[src/rtl/hsmon_pkg.sv]
package hsmon_pkg;

  localparam int NUM_FLAGS       = 10;
  localparam int F_CTL_UNSTABLE  = 0;
  localparam int F_CTL_BADCODE   = 1;
  localparam int F_CTL_RTZ_LATE  = 2;
  localparam int F_S1_ACK_LATE   = 3;
  localparam int F_S2_ACK_LATE   = 4;
  localparam int F_S1_REL_LATE   = 5;
  localparam int F_S2_REL_LATE   = 6;
  localparam int F_OUT_BADCODE   = 7;
  localparam int F_MISROUTE      = 8;
  localparam int F_DELIVER_LATE  = 9;

  localparam int CTL_W  = 3;
  localparam int DR_W   = 2;
  localparam int NUM_CH = 2;

  typedef logic [NUM_FLAGS-1:0] flag_vec_t;

  // Width for a counter that must reach the value lim.
  function automatic int cnt_width(input int lim);
    return (lim < 1) ? 1 : $clog2(lim + 1);
  endfunction

endpackage

[src/rtl/hs_wait_timer.sv]
module hs_wait_timer #(
  parameter int MAX_WAIT = 16
) (
  input  logic clk,
  input  logic rst_n,
  input  logic cond,
  output logic expired
);
  import hsmon_pkg::*;

  localparam int             CW    = cnt_width(MAX_WAIT);
  localparam logic [CW-1:0]  LIMIT = CW'(MAX_WAIT);

  logic [CW-1:0] cnt_q;
  logic [CW-1:0] cnt_d;
  logic          at_limit;

  assign at_limit = (cnt_q == LIMIT);
  assign expired  = cond && at_limit;

  always_comb begin
    if (!cond) begin
      cnt_d = '0;
    end else if (!at_limit) begin
      cnt_d = cnt_q + 1'b1;
    end else begin
      cnt_d = cnt_q;
    end
  end

  always_ff @(posedge clk or negedge rst_n) begin
    if (!rst_n) begin
      cnt_q <= '0;
    end else begin
      cnt_q <= cnt_d;
    end
  end

endmodule

[src/rtl/hs_out_channel.sv]
module hs_out_channel #(
  parameter int MAX_WAIT = 16
) (
  input  logic       clk,
  input  logic       rst_n,
  input  logic [1:0] data,
  input  logic       ack,
  output logic       wr_evt,
  output logic       bad_code,
  output logic       ack_late,
  output logic       rel_late
);

  logic [1:0] data_q;
  logic       armed_q;
  logic       armed_d;
  logic       nonempty;
  logic       ack_cond;
  logic       rel_cond;

  assign nonempty = (data != 2'b00);
  assign wr_evt   = nonempty && (data_q == 2'b00);
  assign bad_code = (data == 2'b11);

  // Waiting for the active-low acknowledge after data appeared.
  assign ack_cond = ack && (nonempty || armed_q);
  assign armed_d  = ack_cond;

  // Acknowledge still held low after the channel emptied.
  assign rel_cond = !ack && !nonempty;

  always_ff @(posedge clk or negedge rst_n) begin
    if (!rst_n) begin
      data_q  <= 2'b00;
      armed_q <= 1'b0;
    end else begin
      data_q  <= data;
      armed_q <= armed_d;
    end
  end

  hs_wait_timer #(.MAX_WAIT(MAX_WAIT)) u_ack_tmr (
    .clk     (clk),
    .rst_n   (rst_n),
    .cond    (ack_cond),
    .expired (ack_late)
  );

  hs_wait_timer #(.MAX_WAIT(MAX_WAIT)) u_rel_tmr (
    .clk     (clk),
    .rst_n   (rst_n),
    .cond    (rel_cond),
    .expired (rel_late)
  );

endmodule

[src/rtl/hs_route_tracker.sv]
module hs_route_tracker #(
  parameter int MAX_WAIT = 16
) (
  input  logic       clk,
  input  logic       rst_n,
  input  logic [2:0] ctl,
  input  logic [1:0] wr,
  output logic       misroute,
  output logic       deliver_late
);

  logic       open_q;
  logic       open_d;
  logic [1:0] need_q;
  logic [1:0] need_d;
  logic [1:0] allow_q;
  logic [1:0] allow_d;
  logic       req_valid;
  logic       capture;
  logic       open_eff;
  logic [1:0] code_allow;
  logic [1:0] allow_eff;
  logic [1:0] need_eff;
  logic [1:0] need_left;
  logic       deliver_cond;

  assign req_valid  = (ctl == 3'b001) || (ctl == 3'b010) || (ctl == 3'b100);
  assign capture    = !open_q && req_valid;
  assign open_eff   = open_q || capture;
  // bit 0 is S1, bit 1 is S2
  assign code_allow = {ctl[1] | ctl[2], ctl[0] | ctl[2]};
  assign allow_eff  = open_q ? allow_q : code_allow;
  assign need_eff   = open_q ? need_q  : code_allow;
  assign need_left  = need_eff & ~wr;

  assign misroute     = open_eff && ((wr & ~allow_eff) != 2'b00);
  assign deliver_cond = open_q && ((need_q & ~wr) != 2'b00);

  always_comb begin
    open_d  = 1'b0;
    need_d  = 2'b00;
    allow_d = 2'b00;
    if (open_eff) begin
      if ((need_left == 2'b00) && (ctl == 3'b000)) begin
        open_d = 1'b0;
      end else begin
        open_d  = 1'b1;
        need_d  = need_left;
        allow_d = allow_eff;
      end
    end
  end

  always_ff @(posedge clk or negedge rst_n) begin
    if (!rst_n) begin
      open_q  <= 1'b0;
      need_q  <= 2'b00;
      allow_q <= 2'b00;
    end else begin
      open_q  <= open_d;
      need_q  <= need_d;
      allow_q <= allow_d;
    end
  end

  hs_wait_timer #(.MAX_WAIT(MAX_WAIT)) u_dlv_tmr (
    .clk     (clk),
    .rst_n   (rst_n),
    .cond    (deliver_cond),
    .expired (deliver_late)
  );

endmodule

[src/rtl/dr_select_monitor.sv]
module dr_select_monitor #(
  parameter int MAX_WAIT = 16
) (
  input  logic       clk,
  input  logic       rst_n,
  input  logic [2:0] ctl,
  input  logic       ctl_ack,
  input  logic [1:0] s1_data,
  input  logic       s1_ack,
  input  logic [1:0] s2_data,
  input  logic       s2_ack,
  output logic [9:0] err_flags,
  output logic       err_any
);
  import hsmon_pkg::*;

  // Reset: asserts at once, releases on the second clock edge.
  logic rst_meta;
  logic rst_sync_n;

  always_ff @(posedge clk or negedge rst_n) begin
    if (!rst_n) begin
      rst_meta   <= 1'b0;
      rst_sync_n <= 1'b0;
    end else begin
      rst_meta   <= 1'b1;
      rst_sync_n <= rst_meta;
    end
  end

  // Control channel checks
  logic [2:0] ctl_q;
  logic       ctl_ack_q;
  logic       rtz_armed_q;
  logic       rtz_cond;
  logic       rtz_late;
  logic       ctl_unstable;
  logic       ctl_badcode;

  assign ctl_unstable = (ctl_q != 3'b000) && ctl_ack_q && (ctl != ctl_q);
  assign ctl_badcode  = (ctl != 3'b000) && ((ctl & (ctl - 3'b001)) != 3'b000);
  assign rtz_cond     = (ctl != 3'b000) && (!ctl_ack || rtz_armed_q);

  always_ff @(posedge clk or negedge rst_sync_n) begin
    if (!rst_sync_n) begin
      ctl_q       <= 3'b000;
      ctl_ack_q   <= 1'b1;
      rtz_armed_q <= 1'b0;
    end else begin
      ctl_q       <= ctl;
      ctl_ack_q   <= ctl_ack;
      rtz_armed_q <= rtz_cond;
    end
  end

  hs_wait_timer #(.MAX_WAIT(MAX_WAIT)) u_rtz_tmr (
    .clk     (clk),
    .rst_n   (rst_sync_n),
    .cond    (rtz_cond),
    .expired (rtz_late)
  );

  // Output channels
  logic [DR_W-1:0]   ch_data [NUM_CH];
  logic [NUM_CH-1:0] ch_ack;
  logic [NUM_CH-1:0] ch_wr;
  logic [NUM_CH-1:0] ch_bad;
  logic [NUM_CH-1:0] ch_ack_late;
  logic [NUM_CH-1:0] ch_rel_late;

  assign ch_data[0] = s1_data;
  assign ch_data[1] = s2_data;
  assign ch_ack     = {s2_ack, s1_ack};

  for (genvar g = 0; g < NUM_CH; g++) begin : g_ch
    hs_out_channel #(.MAX_WAIT(MAX_WAIT)) u_ch (
      .clk      (clk),
      .rst_n    (rst_sync_n),
      .data     (ch_data[g]),
      .ack      (ch_ack[g]),
      .wr_evt   (ch_wr[g]),
      .bad_code (ch_bad[g]),
      .ack_late (ch_ack_late[g]),
      .rel_late (ch_rel_late[g])
    );
  end

  // Routing of requests to writes
  logic misroute;
  logic deliver_late;

  hs_route_tracker #(.MAX_WAIT(MAX_WAIT)) u_route (
    .clk          (clk),
    .rst_n        (rst_sync_n),
    .ctl          (ctl),
    .wr           (ch_wr),
    .misroute     (misroute),
    .deliver_late (deliver_late)
  );

  // Sticky flags
  flag_vec_t hit;
  flag_vec_t flags_q;
  flag_vec_t flags_d;

  always_comb begin
    hit                 = '0;
    hit[F_CTL_UNSTABLE] = ctl_unstable;
    hit[F_CTL_BADCODE]  = ctl_badcode;
    hit[F_CTL_RTZ_LATE] = rtz_late;
    hit[F_S1_ACK_LATE]  = ch_ack_late[0];
    hit[F_S2_ACK_LATE]  = ch_ack_late[1];
    hit[F_S1_REL_LATE]  = ch_rel_late[0];
    hit[F_S2_REL_LATE]  = ch_rel_late[1];
    hit[F_OUT_BADCODE]  = |ch_bad;
    hit[F_MISROUTE]     = misroute;
    hit[F_DELIVER_LATE] = deliver_late;
    flags_d             = flags_q | hit;
  end

  always_ff @(posedge clk or negedge rst_sync_n) begin
    if (!rst_sync_n) begin
      flags_q <= '0;
    end else begin
      flags_q <= flags_d;
    end
  end

  assign err_flags = flags_q;
  assign err_any   = |flags_q;

endmodule

[config.mk]
export PLATFORM = sky130hd
export DESIGN_NAME = dr_select_monitor
export DESIGN_NICKNAME = d
export VERILOG_FILES = /design/src/rtl/hsmon_pkg.sv /design/src/rtl/hs_wait_timer.sv /design/src/rtl/hs_out_channel.sv /design/src/rtl/hs_route_tracker.sv /design/src/rtl/dr_select_monitor.sv
export SDC_FILE = /design/constraint.sdc
export NUM_CORES = 1
export LEC_CHECK = 0
export CORE_UTILIZATION = 62
export CTS_CLUSTER_DIAMETER = 30
export CTS_CLUSTER_SIZE = 28
export DETAILED_ROUTE_END_ITERATION = 6
export DONT_BUFFER_PORTS = 1
export PLACE_DENSITY = 0.78
export SKIP_LAST_GASP = 1
export SYNTH_ARGS = -nofsm -noshare
export SYNTH_HDL_FRONTEND = slang
export SYNTH_SLANG_ARGS = --single-unit
[constraint.sdc]
create_clock -name clk -period 2.3 [get_ports clk]
set_clock_uncertainty 0.1 [all_clocks]
set_input_delay 0.23 -clock clk [delete_from_list [all_inputs] [get_ports clk]]
set_output_delay 0.23 -clock clk [all_outputs]
set_load 0.02 [all_outputs]
## Word level (Yosys, flattened, before mapping)

Index checks and enable logic that the tools add are counted.

| word-level totals | value |
|---|---|
| bits in registers | 58 |
| input port bits | 12 |
| logic and storage cells | 118 |

| cells by class | value |
|---|---|
| add/sub/neg operators | 7 |
| equality and inequality tests | 18 |
| mux-type cells | 20 |
| bitwise logic cells | 9 |
| reductions and logical operators | 45 |

Operators with widths:

| cell | count |
|---|---|
| 5-bit 2-to-1 mux | 12 |
| 5-bit by 1-bit adder with 5-bit output (second input constant) | 6 |
| 5-bit == test (second input constant) | 6 |
| 1-bit logical AND | 20 |
| 2-bit 2-to-1 mux | 6 |
| 2-bit inequality test (second input constant) | 6 |
| 10-bit bitwise OR | 1 |
| 10-bit OR reduction | 1 |
| 3-bit nonzero test | 3 |
| 2-bit nonzero test | 4 |
| 2-bit bitwise AND | 3 |
| 1-bit zero test | 6 |
| 2-bit zero test | 3 |
| 1-bit logical OR | 6 |
| 2-bit == test (second input constant) | 2 |
| 2-bit inverter | 2 |
| 3-bit bitwise AND | 1 |
| 3-bit by 1-bit == test with 1-bit output (second input constant) | 1 |
| 3-bit by 2-bit == test with 1-bit output (second input constant) | 1 |
| 3-bit == test (second input constant) | 1 |
| 3-bit zero test | 1 |
| 3-bit inequality test | 1 |
| 3-bit by 1-bit subtractor with 3-bit output (second input constant) | 1 |
| 1-bit 2-to-1 mux | 2 |
| other kinds (2) | 3 |

## Depth between registers and ports, before layout

Gate-level depths: netlist of run 1.

| logic depth | value |
|---|---|
| depth after elaboration | 8 |
| gate-level depth with buffers | 6 |
| depth with buffers taken out | 6 |

## Modules after synthesis

Synthesis of run 1 repeated with hierarchy kept, for this count alone.

| second synthesis, totals | value |
|---|---|
| cell total of the unflattened synthesis | 264 |
| area, all modules | 2911.5 sq um |

Modules (own cells, without submodules):

| module | times used | cells an instance | area an instance (sq um) |
|---|---|---|---|
| hs_wait_timer | 6 | 28 | 294.0 |
| dr_select_monitor | 1 | 48 | 621.8 |
| hs_route_tracker | 1 | 32 | 315.3 |
| hs_out_channel | 2 | 8 | 105.1 |

## Worst setup path after synthesis of run 1

OpenSTA, ideal clock, no wires.

| timing | value |
|---|---|
| kind | reg-to-reg |
| from | register g_ch[0].u_ch.u_ack_tmr.cnt_q[0] |
| to | register g_ch[0].u_ch.u_ack_tmr.cnt_q[1] |
| arrival | 1.253 ns |
| data required time | 2.065 ns |
| path slack | 0.811 ns |
| cell stages (with the launch flop) | 7 |
| buffers on the path | 0 |
| path through | dfrtp_1 -> inv_1 -> ha_1 -> nand2_1 -> nor3_1 -> mux2i_1 -> nor2_1 |

| between the ends | value |
|---|---|
| cells in the longest elaborated chain, start to end | 3 |
| elaborated cells between the ends (all ways) | 5 |
| classes of those cells | 1 x add/sub; 2 x eq/ne; 2 x mux |

RTL lines:

| what | line | text |
|---|---|---|
| start, declared | hs_wait_timer.sv:14 | `logic [CW-1:0] cnt_q;` |
| start signal, assigned | hs_wait_timer.sv:35 | `cnt_q <= cnt_d;` |
| 5-bit by 1-bit adder with 5-bit output | hs_wait_timer.sv:25 | `cnt_d = cnt_q + 1'b1;` |
| 5-bit 2-to-1 mux | hs_wait_timer.sv:24 | `end else if (!at_limit) begin` |
| 5-bit 2-to-1 mux | hs_wait_timer.sv:22 | `if (!cond) begin` |

Parallel ways exist; a longest one is shown, timed or not. The select of a mux whose other input is x is not followed.
A chain may end at the register's enable or synchronous reset.

## Worst setup path after layout of run 1

| timing | value |
|---|---|
| from | register flags_q[4], in the netlist err_flags[4] |
| to | output port err_any |

| between the ends | value |
|---|---|
| cells in the longest elaborated chain, start to end | 1 |

RTL lines:

| what | line | text |
|---|---|---|
| start, declared | dr_select_monitor.sv:103 | `flag_vec_t flags_q;` |
| start signal, assigned | dr_select_monitor.sv:125 | `flags_q <= flags_d;` |
| 10-bit OR reduction | dr_select_monitor.sv:130 | `assign err_any = \|flags_q;` |
| end, declared | dr_select_monitor.sv:13 | `output logic err_any` |

No other way between the ends.

==> results of run 1 <==
where the power goes:
group	internal, uW	switching (uW)
Sequential	1130	113
Combinational	163	186
Clock	423	352
layout by cell type, fill, tap and decap left out, types with 2 or more instances in the layout:
cell type      count
dfrtp_1           56
nor2_1            33
inv_1             21
xor2_1            16
nor3_1            13
xnor2_1           13
nand3_1           13
ha_1              12
clkbuf_8          10
dlygate4sd3_1      9
mux2i_1            6
clkbuf_1           6
a21o_1             5
or3_1              4
o21bai_1           4
o21ai_0            2
o31ai_2            2
nand2_1            2
and4bb_1           2
and4bb_2           2
a21oi_1            2
o31a_1             2
nor4_1             2
area by class of cell:
class                   instances  area, sq um
flip-flops and latches         58         1450
fillers                       300         1120
multi-input cells             148         1050
clock buffers                  16          160
repair buffers                 10         97.6
inverters                      21         78.8
well taps                      50         62.6
metal layers:
layer / vias to the layer above / wire length [microns] / GRT usage (%) / share of wire [%]
met4: 0 / 163 / 14.9 / 3.5
met2: 38 / 2340 / 39.1 / 50
met3: 18 / 168 / 9.42 / 3.6
li1: 806 / - / - / -
met1: 837 / 2030 / 31.4 / 43
met5: - / 0 / 0 / 0
synth_stat cells (all sizes together) (3+ instances only):
cell type | number | area [sq um]
and4bb | 4 | 50.0
nor3 | 13 | 65.1
o31ai | 3 | 32.5
o21ai | 3 | 18.8
xor2 | 16 | 140
a21o | 5 | 37.5
or3 | 4 | 25.0
inv | 21 | 78.8
o21bai | 4 | 30.0
nand3 | 13 | 65.1
mux2i | 6 | 60.1
ha | 12 | 150
dfrtp | 57 | 1430
nor2 | 33 | 124
buf | 3 | 30.0
xnor2 | 13 | 114
stage by stage:
stage	cells	instance area, sq um
3_5_place_dp	278	2660
2_1_floorplan	231	2620
4_1_cts	303	2910
5_1_grt	303	2910
6_report	303	2910
3_3_place_gp	278	2660
worst paths after layout:
kind,from,end,slack [ns],depth (start not counted)
setup reg to reg,g_ch[0].u_ch.u_ack_tmr.cnt_q[0]$_DFFE_PN0P_,g_ch[0].u_ch.u_ack_tmr.cnt_q[1]$_DFFE_PN0P_,0.64,6
hold reg to reg,rst_meta$_DFF_PN0_,rst_sync_n$_DFF_PN0_,0.25,0
setup / recovery,err_flags[4]$_DFF_PN0_,err_any,0.56,2
hold / removal,s1_data[0],g_ch[0].u_ch.u_rel_tmr.cnt_q[4]$_DFFE_PN0P_,0.02,2
max in group asynchronous,rst_sync_n$_DFF_PN0_,u_rtz_tmr.cnt_q[2]$_DFFE_PN0P_,1.36,1
min in group asynchronous,rst_n,rst_meta$_DFF_PN0_,0.03,1
flip-flops by register name, indices dropped and copies added (netlist names):
signal                     flops
err_flags                     10
g_ch.u_ch.u_ack_tmr.cnt_q     10
g_ch.u_ch.u_rel_tmr.cnt_q     10
u_route.u_dlv_tmr.cnt_q        5
u_rtz_tmr.cnt_q                5
g_ch.u_ch.data_q               4
ctl_q                          3
g_ch.u_ch.armed_q              2
u_route.allow_q                2
u_route.need_q                 2
ctl_ack_q                      1
rst_meta                       1
rst_sync_n                     1
rtz_armed_q                    1
u_route.open_q                 1
critical path, cell delays in order, from the launching register on:
cell and delay (ns):
dfrtp_1 0.50, nor4_1 0.33, nand3_1 0.26
cells by family (layout without fill, tap and decap cells):
group                    count (synthesis)  count (layout)
AO/OA/AOI/OAI                           26              26
XOR/XNOR                                29              29
adder cells (fa/ha/maj)                 12              12
buffers and inverters                   25              47
flip-flops                              58              58
multiplexers                             6               6
other                                    1               1
AND/OR/NAND/NOR                         74              74
==> flow_summary.json, run 1 <==
{
  "outcome": "complete, no violations",
  "routed_via_density": 5.61,
  "syn-instance-count": 231,
  "maximum_number_of_pins_on_one_net_before_global_route_repair": 57,
  "setup-violations-final": 0,
  "setup_repair_after_global_routing_missed_its_margin": "no",
  "powerDensity_nw_per_um2": 816,
  "data_required_time_of_the_worst_path_ns": 1.97,
  "synth_fa_ha_area_share_pct": 5.73,
  "nNetsFinal": 272,
  "fmax_ghz": 0.574,
  "synth_edf_count": 0,
  "yosys_warnings": 0,
  "synth_ff_type": "dfrtp_1",
  "sequential_area_share_after_synthesis_pct": 55.5,
  "floorplan_core_area_sq_um": 4030,
  "die_area_sq_um": 4490,
  "fin_crit_sh_pct": 75.8,
  "cp_arrival_ns": 1.41,
  "antenna_left": 0,
  "htree_levels": 3,
  "drt_wl_total_microns": 4690,
  "diodes": 0,
  "worstSetupPathType": "flip-flop to output port",
  "pre_cts_ws_ns": 0.654,
  "post_synthesis_compound_gate_area_fraction_pct": 8.17,
  "grt_overflow": 0,
  "vias": 1699,
  "cts_tree": "built",
  "slew_headroom_pct": 54.1,
  "fin_util_pct": 72.1,
  "synth_mux_area_share_pct": 2.29,
  "insertion_delay_ns": 0.33,
  "cts_post_setup_buffers_inserted": 0,
  "finalCriticalPeriod_ns": 1.74,
  "p_total_uw": 2370,
  "die-width_microns": 67.0,
  "asyncSetResetFlopFracSynth_pct": 100,
  "ctsLongestPathBuffers": 2,
  "cts_inserted_buffers": 9,
  "area.growth.synth_to_final_pct": 11.0,
  "place_hpwl_microns": 3050,
  "cts-resized-gates": 0,
  "detailedRoute.firstIterationViolations": 63,
  "yosys.area_share.xor_xnor_pct": 9.70,
  "port-buffer-count": 0,
  "gp_congestion": 0.815,
  "tns_ns": 0,
  "clk_pin_slew_ns": 0.06,
  "first_pass_grt_wire_length_microns": 8020,
  "netlist-cell-type-count": 37,
  "mapped_area_sq_um": 2620,
  "die_h_microns": 67.0,
  "maxCapViolations": 0,
  "main_combinational_cell_family_by_area_after_synthesis": "simple AND/OR/NAND/NOR gates",
  "grt_antenna_before_repair": 0,
  "drt_first_pass_iters": 4,
  "dr_wl_cell_microns": 15.5,
  "grt_pass1_vias": 1718,
  "design.portCount": 23,
  "post_synth_and_or_nand_nor_area_fraction_pct": 14.2,
  "grt_util_all_layers_pct": 25.8,
  "root_buffer": "clkbuf_8",
  "proportion_of_layout_cells_with_a_drive_suffix_above_1_pct": 8.30,
  "synthesis.nets": 255,
  "synthesis.area_per_instance_sq_um": 11.3,
  "drc": 0,
  "critical_path.max_fanout": 3,
  "critical_path.endpoint_type": "output port",
  "report.final.hold_viol_count": 0,
  "number_of_hold_buffers_added_after_cts": 9,
  "initial_utilization_pct": 65.0,
  "maxSlewViolCount": 0,
  "total_leakage_power_uw": 0.00132,
  "vdd.ir_drop.worst_uv": 491,
  "hold_class": "input port to flip-flop",
  "cts.sinks": 58,
  "fin_worst_hold_slack_ns": 0.0164,
  "worst_slack_ns": 0.557,
  "timing_worst_slew_pin_value_ns": 0.689,
  "ys_ff_latch": 58,
  "type_of_element_launching_the_critical_path": "flip-flop",
  "placement_rows": 23
}
Note: power is estimated with default switching activity, not from simulation.
==> run 2, diff against run 1 <==
==> constraint.sdc (replaced) <==
create_clock -name clk -period 1.8 [get_ports clk]
set_clock_uncertainty 0.1 [all_clocks]
set_input_delay 0.18 -clock clk [delete_from_list [all_inputs] [get_ports clk]]
set_output_delay 0.18 -clock clk [all_outputs]
set_load 0.02 [all_outputs]
==> run 2 against run 1 <==
Power rose by 32%. Count of clock-buffer cells in the layout fell by 2. Sequential power rose by 27%. Highest routed layer unchanged. Core utilization rose by 2.2 points. Critical endpoint unchanged. Die area did not move.
==> flow_summary.json, run 2 (synthesized netlist as in run 1, its figures left out) <==
{
  "root_buffer": "clkbuf_8",
  "slew_headroom_pct": 65.8,
  "dr_wl_cell_microns": 15.2,
  "numPlacedInstances": 281,
  "combinationalPowerShare_pct": 14.4,
  "worstSetupPathType": "flip-flop to output port",
  "worstReg2RegEnd": "g_ch[1].u_ch.u_rel_tmr.cnt_q[1]$_DFFE_PN0P_",
  "clockPowerShare_pct": 34.7,
  "port-buffer-count": 0,
  "nFillCells": 284,
  "grt_pass1_vias": 1720,
  "critical_path.max_fanout": 3,
  "die-width_microns": 67.0,
  "clk_pin_slew_ns": 0.06,
  "pre_cts_ws_ns": 0.244,
  "setup_repair_after_global_routing_missed_its_margin": "no",
  "grt_overflow": 0,
  "gp_congestion": 0.798,
  "report.final.hold_viol_count": 0,
  "setup.reg_to_reg.worst_slack_ns": 0.22,
  "hold_class": "input port to flip-flop",
  "drt_wl_total_microns": 4700,
  "most-common-layout-cells": "56 x dfrtp_1, 33 x nor2_1, 21 x inv_1",
  "regToRegStartpoint": "g_ch[1].u_ch.u_rel_tmr.cnt_q[0]$_DFFE_PN0P_",
  "cp_arrival_ns": 1.41,
  "setup-violations-final": 0,
  "routed_via_density": 5.61,
  "maxSlewViolCount": 0,
  "ff2ff_path_depth": 6,
  "grt_util_all_layers_pct": 24.6,
  "drc": 0,
  "cts.sinks": 58,
  "htree_levels": 3,
  "area.growth.synth_to_final_pct": 14.3,
  "maximum_number_of_pins_on_one_net_before_global_route_repair": 25,
  "placement_rows": 23,
  "layout_commonest_cell": "dfrtp_1",
  "tns_ns": 0,
  "type_of_element_launching_the_critical_path": "flip-flop",
  "net-switching-power_uw": 850,
  "critical_path.endpoint_type": "output port",
  "initial_utilization_pct": 65.0,
  "outcome": "complete, no violations",
  "cts_inserted_buffers": 9,
  "vias": 1733,
  "worst_hold_path.num_cells": 3,
  "powerDensity_nw_per_um2": 1040,
  "fin_worst_hold_slack_ns": 0.0522,
  "floorplan_core_area_sq_um": 4030,
  "holdPathEnd": "u_route.need_q[1]$_DFF_PN0_",
  "vdd.ir_drop.worst_uv": 579,
  "die_area_sq_um": 4490,
  "detailedRoute.firstIterationViolations": 108,
  "p_total_uw": 3130,
  "first_pass_grt_wire_length_microns": 7760,
  "grt_antenna_before_repair": 0,
  "timing_worst_slew_pin_value_ns": 0.513,
  "internal_power_uw": 2280,
  "fmax_ghz": 0.592,
  "nNetsFinal": 278,
  "reg_power_share_pct": 50.9,
  "worst_slack_ns": 0.110,
  "design.portCount": 23,
  "die_h_microns": 67.0,
  "cts_post_setup_buffers_inserted": 0,
  "proportion_of_layout_cells_with_a_drive_suffix_above_1_pct": 10.8,
  "data_required_time_of_the_worst_path_ns": 1.52,
  "fin_crit_sh_pct": 93.9,
  "drt_first_pass_iters": 5,
  "ctsLongestPathBuffers": 2,
  "total_leakage_power_uw": 0.00137,
  "finalCriticalPeriod_ns": 1.69,
  "place_hpwl_microns": 3150,
  "insertion_delay_ns": 0.33,
  "diodes": 0,
  "p_sw_share_pct": 27.2,
  "maxCapViolations": 0,
  "cts_tree": "built",
  "antenna_left": 0,
  "post_layout_nonfiller_instances": 309,
  "hold_path.startpoint": "ctl[0]"
}
[run 2: changes by cell type in the layout (fill, tap and decap cells not counted)]
cell           delta
clkbuf_1          -4
buf_4             +2
clkbuf_8          +2
buf_12            +1
dlygate4sd3_1     +3
clkinv_2          +2
[run 2: layer usage]
layer	track usage [%]	part of all wire, %	up-vias
li1	-	-	823
met2	39.9	49	31
met4	11.7	2.4	0
met5	0	0	-
met1	28.3	43	866
met3	9.76	5.0	13
[run 2: worst max path at each step]
stage	from	slack, ns	end	depth (start not counted)
2_1_floorplan	g_ch[0].u_ch.u_ack_tmr.cnt_q[0]$_DFFE_PN0P_	0.31	g_ch[0].u_ch.u_ack_tmr.cnt_q[1]$_DFFE_PN0P_	6
5_1_grt	err_flags[4]$_DFF_PN0_	0.01	err_any	2
6_report	err_flags[4]$_DFF_PN0_	0.11	err_any	2
3_5_place_dp	g_ch[1].u_ch.u_rel_tmr.cnt_q[0]$_DFFE_PN0P_	0.24	g_ch[1].u_ch.u_rel_tmr.cnt_q[1]$_DFFE_PN0P_	6
3_3_place_gp	g_ch[1].u_ch.u_rel_tmr.cnt_q[0]$_DFFE_PN0P_	0.30	g_ch[1].u_ch.u_rel_tmr.cnt_q[1]$_DFFE_PN0P_	6
4_1_cts	err_flags[4]$_DFF_PN0_	0.1	err_any	2
[run 2: per-stage QoR]
| stage | utilization (%) | instance area (sq um) |
|---|---|---|
| after floorplan | - | 2620 |
| after global placement | 66.8 | 2690 |
| after detailed placement | 66.8 | 2690 |
| after CTS | 74.3 | 2990 |
| after global routing | 74.3 | 2990 |
| final | 74.3 | 2990 |
[run 2: critical path, cell delays in order (launching register included)]
cell,delay [ns]
dfrtp_1,0.50
nor4_1,0.32
nand3_1,0.26
[run 2: layout make-up]
class	count	area, sq um	area share [%]
clock buffer	14	173	5.77
clock inverter	2	10.0	0.334
inverter	21	78.8	2.63
multi-input combinational	148	1050	35.2
sequential	58	1450	48.6
tap	50	62.6	2.09
timing repair buffer	16	163	5.43
[run 2: power by group through the flow]
stage | clock [uW] | sequential [uW] | combinational [uW]
after global routing | 1160 | 1620 | 518
after floorplan | 0 | 1590 | 345
after detailed placement | 0 | 1620 | 425
after global placement | 0 | 1610 | 404
after CTS | 1110 | 1590 | 458
final | 1090 | 1590 | 451
[run 2: what timing repair did]
item	4_1_cts	5_1_grt
resized for setup	0	0
endpoints found under the hold margin	26	0
hold buffers	12	0
==> run 3, diff against run 2 <==
--- a/config.mk
+++ b/config.mk
@@ -5,13 +5,15 @@
 export SDC_FILE = /design/constraint.sdc
 export NUM_CORES = 1
 export LEC_CHECK = 0
-export CORE_UTILIZATION = 62
+export CORE_UTILIZATION = 63
 export CTS_CLUSTER_DIAMETER = 30
 export CTS_CLUSTER_SIZE = 28
 export DETAILED_ROUTE_END_ITERATION = 6
 export DONT_BUFFER_PORTS = 1
-export PLACE_DENSITY = 0.78
+export PLACE_DENSITY = 0.79
+export SETUP_SLACK_MARGIN = 0.2
 export SKIP_LAST_GASP = 1
 export SYNTH_ARGS = -nofsm -noshare
 export SYNTH_HDL_FRONTEND = slang
+export SYNTH_HIERARCHICAL = 1
 export SYNTH_SLANG_ARGS = --single-unit
==> run 3 against run 2 <==
Fmax rose by 2.2%. Hold slack got worse by 0.046 ns. Via count up 13%. Sequential power is essentially flat. Highest routed layer unchanged. Setup slack gained 0.036 ns. Synthesized cell count increased by 14%. Largest cell class unchanged. Largest power group unchanged. Core utilization is 1.6 points higher. Wire length increased by 9.2%. Cell count rose by 11%.
==> flow_summary.json, run 3 <==
{
  "report.final.hold_viol_count": 0,
  "setup-violations-final": 0,
  "die-width_microns": 70.0,
  "finish.instance_area_sq_um": 3330,
  "grt_pass1_vias": 1900,
  "met2_routed_wirelength_microns": 2430,
  "synthMostInstantiatedCell": "dfrtp_1",
  "synthesis.area_per_instance_sq_um": 11.0,
  "nFillCells": 293,
  "hold_path.startpoint": "ctl[1]",
  "htree_levels": 3,
  "critical_path.endpoint_type": "output port",
  "synth_top_area_share_pct": 49.0,
  "grt_overflow": 0,
  "first_pass_grt_wire_length_microns": 8910,
  "ctsLongestPathBuffers": 2,
  "powerDensity_nw_per_um2": 960,
  "uppermost_layer_routed": "met4",
  "routed_via_density": 5.70,
  "worstSetupPathType": "flip-flop to output port",
  "drt_first_pass_iters": 4,
  "netlist-cell-type-count": 37,
  "finalCriticalPeriod_ns": 1.65,
  "total_leakage_power_uw": 0.00148,
  "drc": 0,
  "cp_slowest_stage_delay_ns": 0.47,
  "combinationalPowerShare_pct": 16.3,
  "syn-instance-count": 264,
  "data_required_time_of_the_worst_path_ns": 1.52,
  "route.layer.met1.wl_microns": 2400,
  "placement_rows": 24,
  "synthesis.nets": 288,
  "fmax_ghz": 0.604,
  "drt_wl_total_microns": 5140,
  "layout_commonest_cell": "dfrtp_1",
  "critical_path.n_buffers_inverters": 1,
  "ys_ff_latch": 58,
  "sequential_area_share_after_synthesis_pct": 49.9,
  "cts.sinks": 58,
  "slowest_cell_on_the_critical_path": "dfrtp_2",
  "net-switching-power_uw": 914,
  "dpl_cell_area_sq_um": 3010,
  "die_area_sq_um": 4900,
  "proportion_of_layout_cells_with_a_drive_suffix_above_1_pct": 19.6,
  "vias": 1954,
  "area.growth.synth_to_final_pct": 14.3,
  "grt_util_all_layers_pct": 24.0,
  "synth_edf_count": 0,
  "crit_chain": "nor4_4 > buf_4 > nand3_4",
  "tns_ns": 0,
  "design.portCount": 23,
  "maximum_number_of_pins_on_one_net_before_global_route_repair": 25,
  "outcome": "complete, no violations",
  "internal_power_uw": 2280,
  "setup_repair_after_global_routing_missed_its_margin": "yes",
  "gp_congestion": 0.734,
  "mapped_area_sq_um": 2910,
  "insertion_delay_ns": 0.33,
  "critical-path-top-delay-family": "flip-flops",
  "vdd.ir_drop.worst_uv": 516,
  "fin_crit_sh_pct": 91.9,
  "critical_path.max_fanout": 3,
  "cp_arrival_ns": 1.37,
  "detailedRoute.firstIterationViolations": 99,
  "synth_top_cell_by_area": "dfrtp_1",
  "synth_commonest_cells": "57 x dfrtp_1, 31 x nand2_1, 24 x mux2i_1, 20 x nand2b_1, 16 x inv_1",
  "place_hpwl_microns": 3300,
  "dr_wl_cell_microns": 15.0,
  "hold_class": "input port to flip-flop",
  "die_h_microns": 70.0,
  "type_of_element_launching_the_critical_path": "flip-flop",
  "seqCellArea_sq_um": 1460,
  "clockPowerShare_pct": 33.4,
  "grt_antenna_before_repair": 0,
  "diodes": 0,
  "cts_inserted_buffers": 9,
  "regToRegStartpoint": "g_ch[0].u_ch/u_ack_tmr/cnt_q[0]$_DFFE_PN0P_",
  "wl_met3_microns": 234,
  "p_sw_share_pct": 28.6,
  "asyncSetResetFlopFracSynth_pct": 100,
  "numPlacedInstances": 317,
  "nNetsFinal": 310,
  "most-common-layout-cells": "54 x dfrtp_1, 31 x nand2_1, 24 x mux2i_1",
  "antenna_left": 0,
  "synth_top_cells_by_area": "dfrtp_1 49%, mux2i_1 8.3%, ha_1 5.2%, nand2b_1 4.3%, nand2_1 4.0%",
  "cts_tree": "built",
  "multi_input_area_sq_um": 1390,
  "yosys_warnings": 6,
  "maxCapViolations": 0,
  "cts_post_setup_buffers_inserted": 0,
  "port-buffer-count": 0,
  "post_layout_nonfiller_instances": 343,
  "startpoint": "err_flags[7]$_DFF_PN0_",
  "reg_power_share_pct": 50.4,
  "floorplan_core_area_sq_um": 4380,
  "maxSlewViolCount": 0,
  "clk_pin_slew_ns": 0.06,
  "initial_utilization_pct": 66.4,
  "root_buffer": "clkbuf_8",
  "synth_ff_type": "dfrtp_1"
}
## run 3: logic make-up (layout without fill, tap and decap cells)
group | Yosys count | after routing | synth area share, %
other | 1 | 1 | 0.129
flip-flops | 58 | 58 | 49.9
adder cells (fa/ha/maj) | 12 | 12 | 5.16
multiplexers | 24 | 24 | 8.25
buffers and inverters | 24 | 51 | 3.87
AND/OR/NAND/NOR | 119 | 119 | 25.4
AO/OA/AOI/OAI | 17 | 17 | 4.60
XOR/XNOR | 9 | 9 | 2.71
## run 3: path summary, 6_finish.rpt
path,endpoint,cells after the start,slack [ns]
worst max-delay path,err_any,3,0.15
worst min-delay path,u_route/allow_q[1]$_DFF_PN0_,2,0.006
worst max register to register,err_flags[3]$_DFF_PN0_,5,0.25
worst min register to register,g_ch[0].u_ch/u_ack_tmr/cnt_q[2]$_DFFE_PN0P_,0,0.13
max in group asynchronous,err_flags[7]$_DFF_PN0_,1,0.88
min in group asynchronous,g_ch[0].u_ch/u_ack_tmr/cnt_q[2]$_DFFE_PN0P_,0,0.13
## run 3: cell type report
type	instances	area share (%)
Sequential cell	58	43.8
Multi-Input combinational cell	182	41.8
Timing Repair Buffer	19	5.42
Clock buffer	13	4.78
Tap cell	52	1.96
Inverter	16	1.81
Clock inverter	3	0.451
## run 3: worst register-to-register path: cells and delay by family, from the launching register on
family / cells / cell delay [ns]
AND/OR/NAND/NOR: 3 / 0.66
flip-flops: 1 / 0.42
adder cells (fa/ha/maj): 1 / 0.20
buffers and inverters: 1 / 0.07
## run 3: per-layer routing
| metal | GRT usage (%) | vias up |
|---|---|---|
| met5 | 0 | - |
| met3 | 7.07 | 6 |
| li1 | - | 936 |
| met2 | 37.0 | 43 |
| met1 | 31.8 | 969 |
| met4 | 10.0 | 0 |
## run 3: power by group through the flow
stage          Clock [uW]  Sequential (uW)  Combinational (uW)
2_1_floorplan           0             1600                 410
3_3_place_gp            0             1620                 473
3_5_place_dp            0             1630                 494
4_1_cts              1080             1610                 522
5_1_grt              1150             1630                 608
6_report             1070             1610                 519
## run 3: through the flow
| stage | setup slack (ns) | utilization [%] | hold slack [ns] | power, uW |
|---|---|---|---|---|
| 6_report | 0.146 | 75.9 | 0.00610 | 3200 |
| 2_1_floorplan | 0.236 | - | -0.216 | 2010 |
| 4_1_cts | 0.131 | 75.7 | 0.000431 | 3210 |
| 5_1_grt | 0.0880 | 75.9 | 0.0192 | 3390 |
| 3_5_place_dp | 0.253 | 68.7 | -0.216 | 2120 |
| 3_3_place_gp | 0.298 | 68.7 | -0.216 | 2090 |
## run 3: timing repair
| item | 4_1_cts | 5_1_grt |
|---|---|---|
| endpoints found under the hold margin | 14 | 0 |
| hold buffers | 10 | 0 |
| endpoints found under the setup margin | 1 | 2 |
| pin swaps | 0 | 1 |
| gates resized for setup | 7 | 1 |
